**src/rtl/agu_pkg.sv**
```systemverilog
package agu_pkg;
    typedef enum logic [1:0] {
        IDX_OFS  = 2'd0,
        IDX_PRE  = 2'd1,
        IDX_POST = 2'd2,
        IDX_RSV  = 2'd3
    } idx_mode_e;

    typedef enum logic {
        ST_EMPTY  = 1'b0,
        ST_LOADED = 1'b1
    } out_state_e;
endpackage

```
**src/rtl/agu_offset.sv**
```systemverilog
module agu_offset #(
    parameter int ADDR_W  = 32,
    parameter int IMM_W   = 12,
    parameter int SHIFT_W = 5
) (
    input  logic               use_reg,
    input  logic [IMM_W-1:0]   imm_ofs,
    input  logic [ADDR_W-1:0]  reg_ofs,
    input  logic [SHIFT_W-1:0] shamt,
    output logic [ADDR_W-1:0]  ofs
);
    localparam int PAD_W = ADDR_W - IMM_W;

    logic [ADDR_W-1:0] imm_ext;
    logic [ADDR_W-1:0] reg_scaled;

    generate
        if (PAD_W > 0) begin : g_pad
            assign imm_ext = {{PAD_W{1'b0}}, imm_ofs};
        end else begin : g_nopad
            assign imm_ext = imm_ofs[ADDR_W-1:0];
        end
    endgenerate

    // Scale only the register form; the immediate is used as given.
    assign reg_scaled = reg_ofs << shamt;
    assign ofs        = use_reg ? reg_scaled : imm_ext;
endmodule

```
**src/rtl/agu_adder.sv**
```systemverilog
module agu_adder #(
    parameter int ADDR_W = 32
) (
    input  logic [ADDR_W-1:0] base,
    input  logic [ADDR_W-1:0] ofs,
    input  logic              add_sel,
    output logic [ADDR_W-1:0] sum
);
    // Modulo 2^ADDR_W by width truncation.
    always_comb begin
        if (add_sel) sum = base + ofs;
        else         sum = base - ofs;
    end
endmodule

```
**src/rtl/agu_top.sv**
```systemverilog
module agu_top #(
    parameter int ADDR_W  = 32,
    parameter int IMM_W   = 12,
    parameter int SHIFT_W = 5
) (
    input  logic               clk,
    input  logic               rst_n,
    input  logic               in_valid,
    input  logic [ADDR_W-1:0]  base_val,
    input  logic               use_reg,
    input  logic [IMM_W-1:0]   imm_ofs,
    input  logic [ADDR_W-1:0]  reg_ofs,
    input  logic [SHIFT_W-1:0] shamt,
    input  logic               add_sel,
    input  logic [1:0]         idx_mode,
    input  logic               wb_req,
    output logic               out_valid,
    output logic [ADDR_W-1:0]  mem_addr,
    output logic [ADDR_W-1:0]  new_base,
    output logic               wb_stb
);
    import agu_pkg::*;

    logic [ADDR_W-1:0] ofs;
    logic [ADDR_W-1:0] sum;
    logic [ADDR_W-1:0] addr_d;
    logic [ADDR_W-1:0] nb_d;
    logic              stb_d;
    idx_mode_e         mode;
    out_state_e        state_q, state_d;

    assign mode = idx_mode_e'(idx_mode);

    agu_offset #(.ADDR_W(ADDR_W), .IMM_W(IMM_W), .SHIFT_W(SHIFT_W)) i_ofs (
        .use_reg (use_reg),
        .imm_ofs (imm_ofs),
        .reg_ofs (reg_ofs),
        .shamt   (shamt),
        .ofs     (ofs)
    );

    agu_adder #(.ADDR_W(ADDR_W)) i_add (
        .base    (base_val),
        .ofs     (ofs),
        .add_sel (add_sel),
        .sum     (sum)
    );

    // Mode decode: which value goes to memory, which back to the base.
    always_comb begin
        addr_d = sum;
        nb_d   = base_val;
        stb_d  = 1'b0;
        unique case (mode)
            IDX_PRE: begin
                addr_d = sum;
                stb_d  = wb_req;
                nb_d   = wb_req ? sum : base_val;
            end
            IDX_POST: begin
                addr_d = base_val;
                stb_d  = wb_req;
                nb_d   = wb_req ? sum : base_val;
            end
            IDX_OFS, IDX_RSV: begin
                addr_d = sum;
            end
        endcase
    end

    // Next-state logic of the output validity machine.
    always_comb begin
        unique case (state_q)
            ST_EMPTY:  state_d = in_valid ? ST_LOADED : ST_EMPTY;
            ST_LOADED: state_d = in_valid ? ST_LOADED : ST_EMPTY;
        endcase
    end

    // State register.
    always_ff @(posedge clk) begin
        if (!rst_n) state_q <= ST_EMPTY;
        else        state_q <= state_d;
    end

    // Output register: data captured only on an accepted input.
    always_ff @(posedge clk) begin
        if (!rst_n) begin
            mem_addr <= '0;
            new_base <= '0;
            wb_stb   <= 1'b0;
        end else begin
            wb_stb <= in_valid & stb_d;
            if (in_valid) begin
                mem_addr <= addr_d;
                new_base <= nb_d;
            end
        end
    end

    assign out_valid = (state_q == ST_LOADED);
endmodule

```
**config.mk**
```make
export PLATFORM = sky130hd
export DESIGN_NAME = agu_top
export DESIGN_NICKNAME = d
export VERILOG_FILES = /design/src/rtl/agu_pkg.sv /design/src/rtl/agu_offset.sv /design/src/rtl/agu_adder.sv /design/src/rtl/agu_top.sv
export SDC_FILE = /design/constraint.sdc
export NUM_CORES = 1
export LEC_CHECK = 0
export CAP_MARGIN = 20
export CORE_MARGIN = 3
export CORE_UTILIZATION = 25
export CTS_CLUSTER_DIAMETER = 50
export DETAILED_ROUTE_END_ITERATION = 10
export DONT_BUFFER_PORTS = 1
export GPL_TIMING_DRIVEN = 0
export PLACE_DENSITY_LB_ADDON = 0.08
export SLEW_MARGIN = 30
export SYNTH_ARGS = -nofsm -noshare
export SYNTH_HDL_FRONTEND = slang
export SYNTH_SLANG_ARGS = --single-unit
```
**constraint.sdc**
```tcl
create_clock -name clk -period 5.6 [get_ports clk]
set_input_delay 0.56 -clock clk [delete_from_list [all_inputs] [get_ports clk]]
set_output_delay 0.56 -clock clk [all_outputs]
set_load 0.01 [all_outputs]
```
==> results.yml <==
run_status:
  outcome: "finished, final reports clean"
power:
  switchingPower_mw: 0.8257
  power.share.clock_pct: 29.8
  vdd_ir_drop_max_mv: 0.1099
  intPower_mw: 1.287
  power_mw: 2.113
  pwr-share-comb_pct: 42.8
  p_leak_nw: 3.148
  seqPwrFrac_pct: 27.4
  p_per_area_nw_per_um2: 257.3
  p_sw_share_pct: 39.08
floorplan:
  die-area_um2: 31320
  dieHeight_um: 177.0
  ios: 155
  initial_utilization_pct: 25.81
  rows: 61
  coreArea_um2: 28320
  dieWidth_um: 177.0
logic_synthesis:
  synth_warnings: 0
  synth_area_leaders: "dfxtp_1, mux4_2, ha_1, a21oi_1, nor2_1"
  synth_top_cell_by_area: "dfxtp_1"
  yosysTopAreaCellShare_pct: 18.08
  yosys_most_used_dff: "dfxtp_1"
  avgSynthCellArea_um2: 7.841
  synth-seq-cells: 66
  synth_cell_types: 73
  yosysSeqAreaShare_pct: 18.08
  synth_cells: 932
  ys_async_sr_fraction_pct: 0
  syn_nets: 1060
  netlist_area_um2: 7308
  synth_edf_count: 0
clock_network:
  clkTransAtPathRegs_ns: 0.06
  cts_buffers: 9
  cts_max_level: 3
  root_buffer: "clkbuf_16"
  cts_buffer_depth: 2
  clock_latency_ns: 0.33
  clock-sinks: 66
  cts_tree: "built"
global_routing:
  use_met2_pct: 32.08
  grt_overflow: 0
  use_met1_pct: 25.10
  grt_max_degree: 11
  met3_usage_pct: 3.904
  antenna_found_initial: 0
  grt_pass1_wl_mm: 45.80
  grt_pass1_vias: 7142
  gr-usage-all-layers_pct: 19.06
  busiest_layer: "met2"
setup_path:
  r2r_slack_ns: 4.76
  critPathCaptureType: "flip-flop"
  reg2reg_depth: 3
  setup.worst_path.class: "input pin to flip-flop"
  worstPathArrival_ns: 5.53
  crit_fanout: 10
  critPathLaunch: "shamt[0]"
  cp.required_ns: 5.83
  r2r_end: "mem_addr[30]"
  setup.worst_path.start_class: "input pin"
  r2r-start: "mem_addr[30]"
  endpoint: "new_base[28]"
finish:
  final_util_pct: 29.00
  final_cells: 1329
  multi_input_area_um2: 5654
  nFillCells: 3102
  final_layout_size_suffix_gt1_share_pct: 9.464
  seqCellArea_um2: 1321
  syn_to_final_growth_pct: 12.34
  n_antenna_cell: 0
  fin_area_um2: 8210
  final_net_count: 1075
timing:
  setup_viol: 0
  hold_viol: 0
  relSlewSlack_pct: 47.85
  drv_slew: 0
  skew_ns: 0
  finalCritPeriodShare_pct: 94.63
  worst-slew-pin-transition_ns: 0.7802
  max_freq_ghz: 0.1887
  fin_worst_hold_slack_ns: 0.3925
  rsz0062_at_grt: "false"
  finalCriticalPeriod_ns: 5.299
detailed_routing:
  routed_wl_mm: 30.86
  drt-pass1-iter-count: 5
  avgViaCountPerCell: 5.452
  postRouteAntennaNets: 0
  vias: 7246
  drtIter0Drc: 448
  drc: 0
  detail_route.wl_per_cell_um: 23.22
placement:
  placed_cells: 1310
  gp_congestion: 0.8198
  dp_hpwl_mm: 25.62
  placed_area_um2: 7781
  io_buffers: 0
run:
  cap_violations: 0
min_path:
  hold_path_class: "input pin to flip-flop"
-- logic make-up after synthesis --
kind of cell,synth area share (%)
muxes,18.16
AOI/OAI and AO/OA,26.59
DFF,18.08
adders and majority gates,6.780
buffers and inverters,5.444
and+or+nand+nor,19.19
xor gates and xnor gates,5.752
-- per-layer routing --
layer,vias up,part of all wire (%)
li1,3522,-
met1,3507,46
met4,0,1.8
met5,-,0
met2,187,46
met3,30,5.9
-- state kept, by name (all words and copies together), names as in the netlist --
| signal | cells |
|---|---|
| mem_addr | 32 |
| new_base | 32 |
| out_valid | 1 |
| wb_stb | 1 |
-- placed cells by master, fill, tap and decap left out, types with 5 or more instances in the layout --
master | netlist | routed
a211oi_1 | 20 | 19
a21boi_0 | 8 | 8
a21o_1 | 16 | 16
a21oi_1 | 77 | 75
a22o_1 | 5 | 5
a22oi_1 | 6 | 6
a311oi_1 | 17 | 17
a31oi_1 | 15 | 15
and2_1 | 7 | 7
and3_1 | 13 | 12
buf_1 | 11 | 8
buf_2 | 4 | 5
buf_4 | 1 | 6
clkbuf_1 | 44 | 44
clkbuf_16 | 0 | 9
dfxtp_1 | 66 | 66
ha_1 | 38 | 38
inv_1 | 28 | 28
mux2_2 | 15 | 15
mux2i_1 | 37 | 35
mux4_1 | 6 | 6
mux4_2 | 26 | 26
nand2_1 | 89 | 89
nand2b_1 | 8 | 8
nand3_1 | 23 | 22
nand4_1 | 14 | 14
nor2_1 | 99 | 97
nor2b_1 | 15 | 15
nor3_1 | 9 | 8
o211ai_1 | 13 | 13
o21a_1 | 8 | 8
o21ai_0 | 67 | 65
o22ai_1 | 6 | 6
or3_1 | 9 | 9
xnor2_1 | 38 | 38
xor2_1 | 10 | 10
-- layout make-up --
cell class                 instances  share of cell area, %
tap                              378                  5.760
buffer                            62                  3.551
clock inverter                     2                 0.7315
timing repair buffer               5                 0.4572
inverter                          30                  1.372
clock buffer                      13                  3.170
multi-input combinational        773                  68.87
sequential                        66                  16.09
-- cells in the mapped netlist, types with 3 or more instances --
library cell   n
nor2_1        99
nand2_1       89
a21oi_1       77
o21ai_0       67
dfxtp_1       66
clkbuf_1      44
ha_1          38
xnor2_1       38
mux2i_1       37
inv_1         28
mux4_2        26
nand3_1       23
a211oi_1      20
a311oi_1      17
a21o_1        16
a31oi_1       15
mux2_2        15
nor2b_1       15
nand4_1       14
and3_1        13
o211ai_1      13
buf_1         11
xor2_1        10
nor3_1         9
or3_1          9
a21boi_0       8
nand2b_1       8
o21a_1         8
and2_1         7
a22oi_1        6
mux4_1         6
o22ai_1        6
a22o_1         5
a211o_1        4
buf_2          4
mux2_1         4
o2111ai_1      4
a222oi_1       3
a2bb2oi_1      3
a32oi_1        3
o31ai_1        3
-- worst min path at each step --
stage | endpoint | startpoint | cells past startpoint | slack (ns)
6_report | new_base[9] | base_val[9] | 2 | 0.39
4_1_cts | new_base[25] | base_val[25] | 2 | 0.38
5_1_grt | mem_addr[6] | base_val[6] | 2 | 0.40
3_5_place_dp | mem_addr[21] | mem_addr[21] | 2 | 0.53
2_1_floorplan | new_base[28] | new_base[28] | 2 | 0.50
3_3_place_gp | mem_addr[19] | mem_addr[19] | 2 | 0.53
-- repair_timing --
action,in CTS,in global routing
pin swaps,0,4
resized for setup,9,15
cloned,0,0
setup endpoints to repair,12,12
hold buffers,0,0
buffers inserted,0,5
-- power groups by stage --
stage	clock network (mW)	registers (mW)	logic [mW]
floorplan	0	0.574	0.654
global placement	0	0.590	0.888
detailed placement	0	0.590	0.881
CTS	0.636	0.580	0.890
global route	0.652	0.584	0.998
finish	0.630	0.578	0.904
-- metrics by stage --
step	setup TNS, ns	setup slack [ns]
after global routing	0	0.007501
after CTS	0	0.007292
final	0	0.3007
after floorplan	0	0.4261
after detailed placement	-7.678	-0.7446
after global placement	-8.535	-0.8228
-- worst max-delay path: stages --
cell and delay, ns:
buf_6 0.12, buf_12 0.14, buf_4 0.19, buf_2 0.24
nor4b_2 0.69, nor2b_1 0.10, o31ai_1 0.40, inv_1 0.10
and3_1 0.21, nor2_1 0.11, xnor2_1 0.10, ha_1 0.37
nand3_1 0.14, nor2_4 0.17, nand4_1 0.13, a211oi_2 0.32
o2111ai_1 0.20, a311o_1 0.35, o21ai_1 0.21, mux2_2 0.38
a221oi_1 0.27
No activity file was read; power rests on OpenSTA's default activity.
